==> src/rtl/halt_pkg.sv <==
package halt_pkg;
  typedef enum logic [2:0] {
    ST_RUN,
    ST_SPC,
    ST_WBE,
    ST_HALT,
    ST_SNOOP,
    ST_FLUSH
  } hstate_t;

  localparam int WAKE_N   = 5;
  localparam int WK_RST   = 0;
  localparam int WK_INIT  = 1;
  localparam int WK_SMI   = 2;
  localparam int WK_NMI   = 3;
  localparam int WK_INTR  = 4;
endpackage

==> src/rtl/halt_wake_arb.sv <==
module halt_wake_arb #(
  parameter int N = 5
) (
  input  logic [N-1:0] req,
  output logic [N-1:0] grant,
  output logic         any
);
  for (genvar i = 0; i < N; i++) begin : g_pri
    if (i == 0) begin : g_top
      assign grant[i] = req[i];
    end else begin : g_rest
      assign grant[i] = req[i] & ~(|req[i-1:0]);
    end
  end
  assign any = |req;
endmodule

==> src/rtl/halt_tsc.sv <==
module halt_tsc #(
  parameter int W = 64
) (
  input  logic         clk,
  input  logic         rst,
  output logic [W-1:0] cnt
);
  always_ff @(posedge clk) begin
    if (rst) cnt <= '0;
    else     cnt <= cnt + 1'b1;
  end
endmodule

==> src/rtl/halt_fsm.sv <==
module halt_fsm
  import halt_pkg::*;
(
  input  logic              clk,
  input  logic              rst,
  input  logic              halt_req,
  input  logic              bus_rdy,
  input  logic              wb_empty,
  input  logic              wake_any,
  input  logic [WAKE_N-1:0] wake_grant,
  input  logic              snoop_req,
  input  logic              snoop_done,
  input  logic              flush_req,
  input  logic              flush_done,
  output logic              spc_req,
  output logic              clk_en,
  output logic              flush_start,
  output logic              snoop_act,
  output logic [WAKE_N-1:0] wake_code
);
  hstate_t st;

  always_ff @(posedge clk) begin
    if (rst) begin
      st          <= ST_RUN;
      spc_req     <= 1'b0;
      clk_en      <= 1'b1;
      flush_start <= 1'b0;
      snoop_act   <= 1'b0;
      wake_code   <= '0;
    end else begin
      flush_start <= 1'b0;
      wake_code   <= '0;
      unique case (st)
        ST_RUN: begin
          if (halt_req) begin
            st      <= ST_SPC;
            spc_req <= 1'b1;
          end else if (flush_req) begin
            flush_start <= 1'b1;
          end
        end
        ST_SPC: begin
          if (bus_rdy) begin
            st      <= ST_WBE;
            spc_req <= 1'b0;
          end
        end
        ST_WBE: begin
          if (wb_empty) begin
            st     <= ST_HALT;
            clk_en <= 1'b0;
          end
        end
        ST_HALT: begin
          if (wake_any) begin
            st        <= ST_RUN;
            clk_en    <= 1'b1;
            wake_code <= wake_grant;
          end else if (flush_req) begin
            st          <= ST_FLUSH;
            clk_en      <= 1'b1;
            flush_start <= 1'b1;
          end else if (snoop_req) begin
            st        <= ST_SNOOP;
            clk_en    <= 1'b1;
            snoop_act <= 1'b1;
          end
        end
        ST_SNOOP: begin
          if (snoop_done) begin
            st        <= ST_HALT;
            clk_en    <= 1'b0;
            snoop_act <= 1'b0;
          end
        end
        ST_FLUSH: begin
          if (flush_done) begin
            st      <= ST_SPC;
            spc_req <= 1'b1;
          end
        end
        default: st <= ST_RUN;
      endcase
    end
  end
endmodule

==> src/rtl/halt_clk_ctrl.sv <==
module halt_clk_ctrl
  import halt_pkg::*;
#(
  parameter int TSC_W = 64
) (
  input  logic              clk,
  input  logic              rst,
  input  logic              halt_req_i,
  input  logic              bus_rdy_i,
  input  logic              wb_empty_i,
  input  logic              rst_pin_i,
  input  logic              init_i,
  input  logic              smi_i,
  input  logic              nmi_i,
  input  logic              intr_i,
  input  logic              int_en_i,
  input  logic              ahold_i,
  input  logic              boff_i,
  input  logic              bus_hold_i,
  input  logic              snoop_done_i,
  input  logic              flush_i,
  input  logic              flush_done_i,
  output logic              spc_req_o,
  output logic              core_clk_en_o,
  output logic [TSC_W-1:0]  tsc_o,
  output logic              flush_start_o,
  output logic              snoop_o,
  output logic [WAKE_N-1:0] wake_o
);
  logic [WAKE_N-1:0] wake_req;
  logic [WAKE_N-1:0] wake_grant;
  logic              wake_any;
  logic              snoop_req;

  always_comb begin
    wake_req          = '0;
    wake_req[WK_RST]  = rst_pin_i;
    wake_req[WK_INIT] = init_i;
    wake_req[WK_SMI]  = smi_i;
    wake_req[WK_NMI]  = nmi_i;
    wake_req[WK_INTR] = intr_i & int_en_i;
  end

  assign snoop_req = ahold_i | boff_i | bus_hold_i;

  halt_wake_arb #(.N(WAKE_N)) u_arb (
    .req   (wake_req),
    .grant (wake_grant),
    .any   (wake_any)
  );

  halt_tsc #(.W(TSC_W)) u_tsc (
    .clk (clk),
    .rst (rst),
    .cnt (tsc_o)
  );

  halt_fsm u_fsm (
    .clk         (clk),
    .rst         (rst),
    .halt_req    (halt_req_i),
    .bus_rdy     (bus_rdy_i),
    .wb_empty    (wb_empty_i),
    .wake_any    (wake_any),
    .wake_grant  (wake_grant),
    .snoop_req   (snoop_req),
    .snoop_done  (snoop_done_i),
    .flush_req   (flush_i),
    .flush_done  (flush_done_i),
    .spc_req     (spc_req_o),
    .clk_en      (core_clk_en_o),
    .flush_start (flush_start_o),
    .snoop_act   (snoop_o),
    .wake_code   (wake_o)
  );
endmodule

==> config.mk <==
export PLATFORM = sky130hd
export DESIGN_NAME = halt_clk_ctrl
export DESIGN_NICKNAME = d
export VERILOG_FILES = /design/src/rtl/halt_pkg.sv /design/src/rtl/halt_wake_arb.sv /design/src/rtl/halt_tsc.sv /design/src/rtl/halt_fsm.sv /design/src/rtl/halt_clk_ctrl.sv
export SDC_FILE = /design/constraint.sdc
export NUM_CORES = 1
export LEC_CHECK = 0
export BUFFER_PORTS_ARGS = -buffer_cell sky130_fd_sc_hd__buf_2
export CORE_MARGIN = 4
export CORE_UTILIZATION = 27
export CTS_CLUSTER_DIAMETER = 30
export DETAILED_ROUTE_END_ITERATION = 7
export GPL_TIMING_DRIVEN = 0
export SLEW_MARGIN = 20
export SYNTH_ARGS = -nofsm -noshare
export SYNTH_HDL_FRONTEND = slang
export SYNTH_SLANG_ARGS = --single-unit
==> constraint.sdc <==
create_clock -name clk -period 6.2 [get_ports clk]
set_input_delay 0.93 -clock clk [delete_from_list [all_inputs] [get_ports clk]]
set_output_delay 0.93 -clock clk [all_outputs]
set_load 0.01 [all_outputs]
Yosys cells after proc, flatten, opt, wreduce, memory -nomap -nowiden
Index checks and enable logic that the tools add are counted.
{ "op_classes": {"muxes": 26, "eq_ne": 14, "add_sub_neg": 1, "bitwise_logic": 13, "n_reduce_logical": 13} }
{ "op_table": {"columns": ["op", "n"], "rows": [
  ["$add 64x1->64 const B", 1],
  ["$mux 3", 8],
  ["$pmux 3 s6", 1],
  ["$ne 2x2->1 const B", 8],
  ["$mux 1", 13],
  ["$reduce_and 4->1", 2],
  ["$eq 3x2->1 const B", 2],
  ["$eq 3x3->1 const B", 2],
  ["$not 1->1", 6],
  ["$pmux 1 s3", 2],
  ["$reduce_and 6->1", 1],
  ["$reduce_bool 3->1", 2],
  ["$reduce_or 3->1", 2],
  ["$and 1x1->1", 5],
  ["$reduce_and 5->1", 1],
  ["$reduce_or 5->1", 1],
  ["$ne 4x4->1 const B", 1],
  ["$pmux 1 s2", 2],
  ["$reduce_or 4->1", 1],
  ["$eq 3x1->1 const B", 1],
  ["$logic_not 3->1", 1],
  ["$or 1x1->1", 2],
  ["$reduce_bool 2->1", 1],
  ["$reduce_or 2->1", 1]
]} }
{ "totals": {"wordCells": 74, "regBits": 76, "output_inout_bits": 73} }

Depth between registers and ports, before layout
Gate-level depths: netlist (run 1).
{ "depth": {"ltp_word": 6, "depth_mapped": 7} }

Cells and area by module
Synthesis (run 1) repeated with hierarchy kept, for this count alone.
{ "unflattened": {"cells_unflattened": 438, "hier_area_um2": 3724.8} }
{ "modules_own_cells": {"columns": ["mod", "area_per_inst_um2", "n_inst", "cells_each"], "rows": [
  ["halt_tsc", 3056.7, 1, 363],
  ["halt_fsm", 600.6, 1, 66],
  ["halt_wake_arb", 55.1, 1, 7],
  ["halt_clk_ctrl", 12.5, 1, 2]
]} }

Worst setup path after synthesis (run 1)
No wires, ideal clock.
{ "synth_path": {"path_kind": "reg-to-reg", "from": "reg u_tsc.cnt[0]", "to": "reg u_tsc.cnt[60]", "path_slack_ps": 4102, "stages_incl_launch_ff": 8, "t_arrival_ps": 2027, "path_buffers": 1, "setup_ps": 70, "path_cell_list": "dfxtp_1 > ha_1 > nand2_1 > nor4_4 > nand2_1 > buf_2 > or4_1 > a21oi_1"} }
{ "synth_via": {"elab_chain_len": 1} }
{ "synth_lines": {"columns": ["item", "line", "source"], "rows": [
  ["start, declared", "halt_tsc.sv:6", "output logic [W-1:0] cnt"],
  ["start signal, assigned", "halt_tsc.sv:10", "else cnt <= cnt + 1'b1;"],
  ["$add 64x1->64", "halt_tsc.sv:10", null]
]} }
Every way passes these cells.
A chain may end at the register's enable or synchronous reset.

Worst setup path after layout (run 1)
Same ends and word-level chain as after synthesis.

==> results of run 1 <==
==> critical path: stages (launching register included) <==
cell	delay, ps
dfxtp_1	450
ha_1	310
nand2_1	140
nor4_4	530
nand2_1	170
buf_2	230
or4_1	480
a21oi_1	150
==> power groups by stage <==
stage / registers [mW] / logic, mW / clock network (mW)
floorplan: 0.512 / 0.0386 / 0
finish: 0.500 / 0.0611 / 0.534
global route: 0.501 / 0.0694 / 0.565
global placement: 0.510 / 0.0608 / 0
CTS: 0.500 / 0.0617 / 0.547
detailed placement: 0.511 / 0.0614 / 0
==> worst max-delay path by stage <==
stage	from	to	depth (start not counted)
floorplan	u_tsc.cnt[0]	u_tsc.cnt[60]	7
global placement	u_tsc.cnt[0]	u_tsc.cnt[62]	7
detailed placement	u_tsc.cnt[0]	u_tsc.cnt[62]	7
CTS	u_tsc.cnt[0]	u_tsc.cnt[62]	7
global route	u_tsc.cnt[0]	u_tsc.cnt[62]	7
finish	u_tsc.cnt[0]	u_tsc.cnt[60]	7
==> through the flow <==
stage               power, mW  cells  hold slack (ps)
floorplan               0.550    434              492
global placement        0.571    698              477
detailed placement      0.572    698              487
CTS                      1.11    714              498
global route             1.13    714              518
finish                   1.09    714              497
==> layout make-up <==
class	count	area, µm²
tap	176	220
inverter	10	37.5
sequential	76	1520
clock inverter	5	60.1
buffer	20	86.3
multi-input combinational	328	2060
fill	1413	8680
clock buffer	11	243
timing repair buffer	88	440
==> cell usage in the layout (no fill, tap or decap), drive strengths merged, types with 15 or more instances in the layout <==
| cell type | count |
|---|---|
| nand2 | 32 |
| o31ai | 20 |
| dfxtp | 76 |
| clkbuf | 27 |
| nand4 | 27 |
| xor2 | 22 |
| xnor2 | 15 |
| nor2 | 59 |
| buf | 92 |
| a21oi | 25 |
| or4 | 22 |
| nor4 | 17 |
| nand3 | 29 |
==> flip-flops by register name (all words and copies together) (netlist names) <==
register,flops
u_fsm.st,3
u_fsm.snoop_act,1
u_fsm.spc_req,1
u_tsc.cnt,64
u_fsm.flush_start,1
u_fsm.wake_code,5
u_fsm.clk_en,1
==> synth_stat cells (5+ instances only) <==
| library cell | count |
|---|---|
| dfxtp_1 | 76 |
| nor2_1 | 59 |
| nand2_1 | 30 |
| nand3_1 | 27 |
| a21oi_1 | 25 |
| nand4_1 | 25 |
| or4_1 | 22 |
| xor2_1 | 22 |
| o31ai_1 | 20 |
| clkbuf_1 | 16 |
| xnor2_1 | 15 |
| nor4_1 | 13 |
| inv_1 | 10 |
| nor3_1 | 10 |
| and3_1 | 6 |
| o21ai_0 | 6 |
| and4_1 | 5 |
==> layer usage <==
metal  global-route usage, %  routed length, µm  up-vias
li1                        -                  -     1794
met3                    2.00                452       15
met1                    17.5               4910     1712
met4                    5.68                211        0
met5                       0                  0        -
met2                    20.9               4870      112
==> kinds of logic (layout without fill, tap and decap cells) <==
| logic type | count (synthesis) | count (layout) | share of synthesized area, % |
|---|---|---|---|
| adders and majority gates | 1 | 1 | 0.338 |
| AOI/OAI and AO/OA | 62 | 62 | 10.6 |
| and+or+nand+nor | 226 | 226 | 35.3 |
| DFF | 76 | 76 | 41.1 |
| xor gates and xnor gates | 37 | 37 | 8.75 |
| buffers and inverters | 30 | 134 | 3.35 |
| muxes | 2 | 2 | 0.575 |
==> impl_results.md, run 1 <==
- Synth Warn #: 0
- Power per cell area: 235 nW/µm²
- Cells after synthesis: 434
- Max-Cap Viols: 0
- Post-place instance area: 4360 µm²
- Port Buf Inserts: 88
- Slew headroom: 48.3%
- R2r setup slk: 3660 ps
- Share of cells above drive strength 1: 22.9%
- VDD IR max: 0.0923 mV
- Outcome: completed
- Fin. Hold Viols: 0
- Worst setup EP type: register
- # hold bufs at CTS: 0
- Final core utilization: 35.0%
- Net switching power: 0.252 mW
- Mapped cell area: 3700 µm²
- Core area: 13,300 µm²
- Tcrit/Tclk final: 41.0%
- Net Sw Frac: 23.0%
- Mean post-synth cell area: 8.53 µm²
- Overall routing resource usage: 13.1%
- Sequential fraction of design power: 45.7%
- Design area: 4670 µm²
- Worst setup SP type: register
- Syn_nets: 452
- Static Leak: 1.77 nW
- Post-synth ARST share: 0%
- Worst skew pair latency: 330 ps
- Critical path peak fanout: 10
- Setup CP Type: register to register
- Final TNS setup: 0 ps
- # clock sinks: 76
- CP arrival: 2800 ps
- Slew Viols, Final: 0
- Worst Tran Pin Value: 772 ps
- Hold WC Path Type: register to register
- Nets: 551
- Pre-CTS WS: 3660 ps
- Clock share of power: 48.8%
- Hold Path Depth: 2
- Root buffer cell: clkbuf_16
- Placer Congestion: 0.816
- Detailed Route Iter0 Violations: 150
- Internal power: 0.843 mW
- Clock buffer depth: 2
- RSZ-0062 raised after global routing: false
- Top post-synthesis cells by area: dfxtp_1 (41%), nor2_1 (6.0%), xor2_1 (5.2%)
- I/O Pins: 90
- Diode count: 0
- Minimum clock period: 2540 ps
- Area Overhead vs Synth: 26.0%
- Mean routed wirelength per cell: 14.6 µm
- Final HPWL DP: 7840 µm
- Initial antenna violation count: 0
- Vias/cell: 5.09
- Largest net degree at the start of global routing: 14
- TritonCTS clock tree: built
- Synth top area share: 41.1%
- WL final: 10,400 µm
- Worst Skew: 9.35 ps
- Number of synthesized flops with an enable pin: 0
- Initial Util: 27.7%
- Clock-pin slew on the worst setup and hold paths: 60 ps
- Yosys top cell by area: dfxtp_1
- Vias: 3,633
- Vias in the first global route: 3,361
- Seq/Total Area, Yosys: 41.1%
- Die area: 15,700 µm²
- End of the worst register-to-register path: u_tsc.cnt[60]
- Drt drc: 0
- GRT overflow: 0
- Synth cell types: 46
- Clock H-tree levels: 3
- Post_cts resized: 0
- Hold Startpoint: u_tsc.cnt[34]
- Flops & latches, synth: 76
- Gate power share: 5.6%
- Max Clock Freq: 0.393 GHz
- Final setup viols: 0
- Site row count: 42
- Drt pass-1 iters: 5
- Worst Hold Path EP: u_tsc.cnt[34]
- Launch point of the worst reg-to-reg path: u_tsc.cnt[0]
- CP required: 6460 ps
- Final antenna-violating net count: 0
- First-pass GRT wire length: 16,900 µm
- Reg2Reg Depth: 7
- Top_reg_cell synth: dfxtp_1
- Die height: 125 µm
- Die X-Extent: 125 µm
- PnR worst setup slack: 3660 ps
- Cts bufs inserted: 9
- Postcts setup bufs: 0
(Power assumes the default switching activity.)
==> run 2: changes to the inputs <==
==> constraint.sdc (replaced) <==
create_clock -name clk -period 2.2 [get_ports clk]
set_input_delay 0.33 -clock clk [delete_from_list [all_inputs] [get_ports clk]]
set_output_delay 0.33 -clock clk [all_outputs]
set_load 0.01 [all_outputs]
==> run 2 against run 1 <==
  * Design area up 4.5%
  * Setup slack worse by 3500 ps
  * Routed wire length up 2.4%
  * Sequential power rose to 2.8 times the previous value
  * Critical endpoint is now u_tsc.cnt[55]
  * First-iteration DRC count up 2.7%
  * Clock power rose to 2.8 times the previous value
  * Sequential cell count unchanged
  * Via count up 1.6%
  * Sequential share of layout area down 1.0 points
  * Power rose to 2.8 times the previous value
  * Critical path depth down 1
  * Die area unchanged
==> impl_results.md, run 2 (synthesis gave the netlist of run 1 again) <==
- Slew Viols, Final: 0
- Worst path cell trace: nand3_4 > nor4_4 > nand4_1 > buf_2 > or4_1 > a21oi_1
- Vias in the first global route: 3,386
- Pre-CTS WS: -335 ps
- Placed Cells: 698
- Clock H-tree levels: 3
- Initial Util: 27.7%
- Vias: 3,692
- Core area: 13,300 µm²
- Worst Skew: 9.98 ps
- Vias/cell: 5.08
- Worst Tran Pin Value: 555 ps
- Minimum clock period: 2070 ps
- CP arrival: 2330 ps
- I/O Pins: 90
- Clock-pin slew on the worst setup and hold paths: 60 ps
- Final TNS setup: 0 ps
- PnR worst setup slack: 130 ps
- Commonest non-fill, non-tap cell in the layout: buf_2
- Final core utilization: 36.5%
- Worst skew pair latency: 330 ps
- Max-Cap Viols: 0
- TritonCTS clock tree: built
- Share of cells above drive strength 1: 28.7%
- Initial antenna violation count: 0
- R2r setup slk: 130 ps
- Placer Congestion: 0.816
- Worst setup SP type: register
- Worst Hold Path EP: u_fsm.wake_code[4]
- Detailed Route Iter0 Violations: 154
- Hold WC Path Type: input port to register
- Most frequent cells in the layout: buf_2 (90), dfxtp_1 (65), nor2_1 (55)
- VDD IR max: 0.262 mV
- End of the worst register-to-register path: u_tsc.cnt[55]
- Top flop regs: u_tsc.cnt: 64 flops, u_fsm.wake_code: 5 flops, u_fsm.st: 3 flops
- # clock sinks: 76
- Site row count: 42
- Diode count: 0
- Largest net degree at the start of global routing: 14
- Critical Path Max Stage Delay: 450 ps
- Root buffer cell: clkbuf_16
- Die height: 125 µm
- Port Buf Inserts: 88
- Tcrit/Tclk final: 94.1%
- Overall routing resource usage: 13.1%
- Hold WS: 191 ps
- Cts bufs inserted: 9
- Launch point of the worst reg-to-reg path: u_tsc.cnt[8]
- # hold bufs at CTS: 0
- Final std cells w/o fill: 727
- Slew headroom: 63.0%
- Setup CP Type: register to register
- Hold Path Depth: 2
- Crit-path slowest cell: dfxtp_1
- Area Overhead vs Synth: 31.7%
- GRT overflow: 0
- Die X-Extent: 125 µm
- Mean routed wirelength per cell: 14.7 µm
- Max Clock Freq: 0.483 GHz
- Drt pass-1 iters: 4
- WL final: 10,700 µm
- Largest Register: u_tsc.cnt
- Critical path peak fanout: 10
- Clock buffer depth: 2
- Fin. Hold Viols: 0
- Static Leak: 1.87 nW
- CP required: 2460 ps
- Die area: 15,700 µm²
- First-pass GRT wire length: 17,000 µm
- Outcome: completed
- Power per cell area: 634 nW/µm²
- Reg2Reg Depth: 6
- Max reg flops: 64
- Nets: 564
- Worst setup EP type: register
- Hold Startpoint: nmi_i
- Final antenna-violating net count: 0
- Final setup viols: 0
- Final HPWL DP: 7840 µm
- Drt drc: 0
-- run 2: layout make-up --
cell class | count | area (µm²)
tap | 176 | 220
multi-input combinational | 328 | 2140
sequential | 76 | 1540
clock inverter | 5 | 60.1
timing repair buffer | 101 | 538
buffer | 20 | 96.3
clock buffer | 11 | 243
fill | 1394 | 8470
inverter | 10 | 37.5
-- run 2: power breakdown --
group          total (mW)  internal, mW  switching [mW]  leakage, nW
combinational       0.177        0.0701           0.107         1.11
clock                1.51         0.914           0.591        0.146
sequential           1.41          1.40          0.0142        0.619
-- run 2: worst max path at each step --
stage             startpoint            end  slack [ps]
2_1_floorplan   u_tsc.cnt[0]  u_tsc.cnt[60]         100
3_3_place_gp    u_tsc.cnt[0]  u_tsc.cnt[62]        -260
3_5_place_dp    u_tsc.cnt[0]  u_tsc.cnt[62]        -340
4_1_cts         u_tsc.cnt[7]  u_tsc.cnt[48]         -30
5_1_grt        u_tsc.cnt[31]  u_tsc.cnt[52]          -4
6_report        u_tsc.cnt[8]  u_tsc.cnt[55]         130
-- run 2: stage by stage --
step	area, µm²	power, mW
2_1_floorplan	3700	1.55
6_report	4880	3.09
3_3_place_gp	4360	1.61
4_1_cts	4720	3.12
5_1_grt	4880	3.20
3_5_place_dp	4360	1.61
-- run 2: repair_timing --
action / 4_1_cts / 5_1_grt
resized for setup: 8 / 26
pin swaps: 2 / 4
buffers inserted: 5 / 8
setup endpoints to repair: 25 / 28
-- run 2: critical path, delay by kind of cell (launching register included) --
| kind | cells | cell delay, ps |
|---|---|---|
| AOI/OAI and AO/OA | 1 | 160 |
| buffers and inverters | 1 | 220 |
| DFF | 1 | 450 |
| and+or+nand+nor | 4 | 1160 |
-- run 2: layer usage --
| layer | track usage [%] | up-vias | share of wire, % |
|---|---|---|---|
| met5 | 0 | - | 0 |
| met4 | 5.61 | 0 | 2.2 |
| met3 | 2.00 | 17 | 3.8 |
| met2 | 21.0 | 107 | 47 |
| met1 | 17.6 | 1750 | 47 |
| li1 | - | 1818 | - |
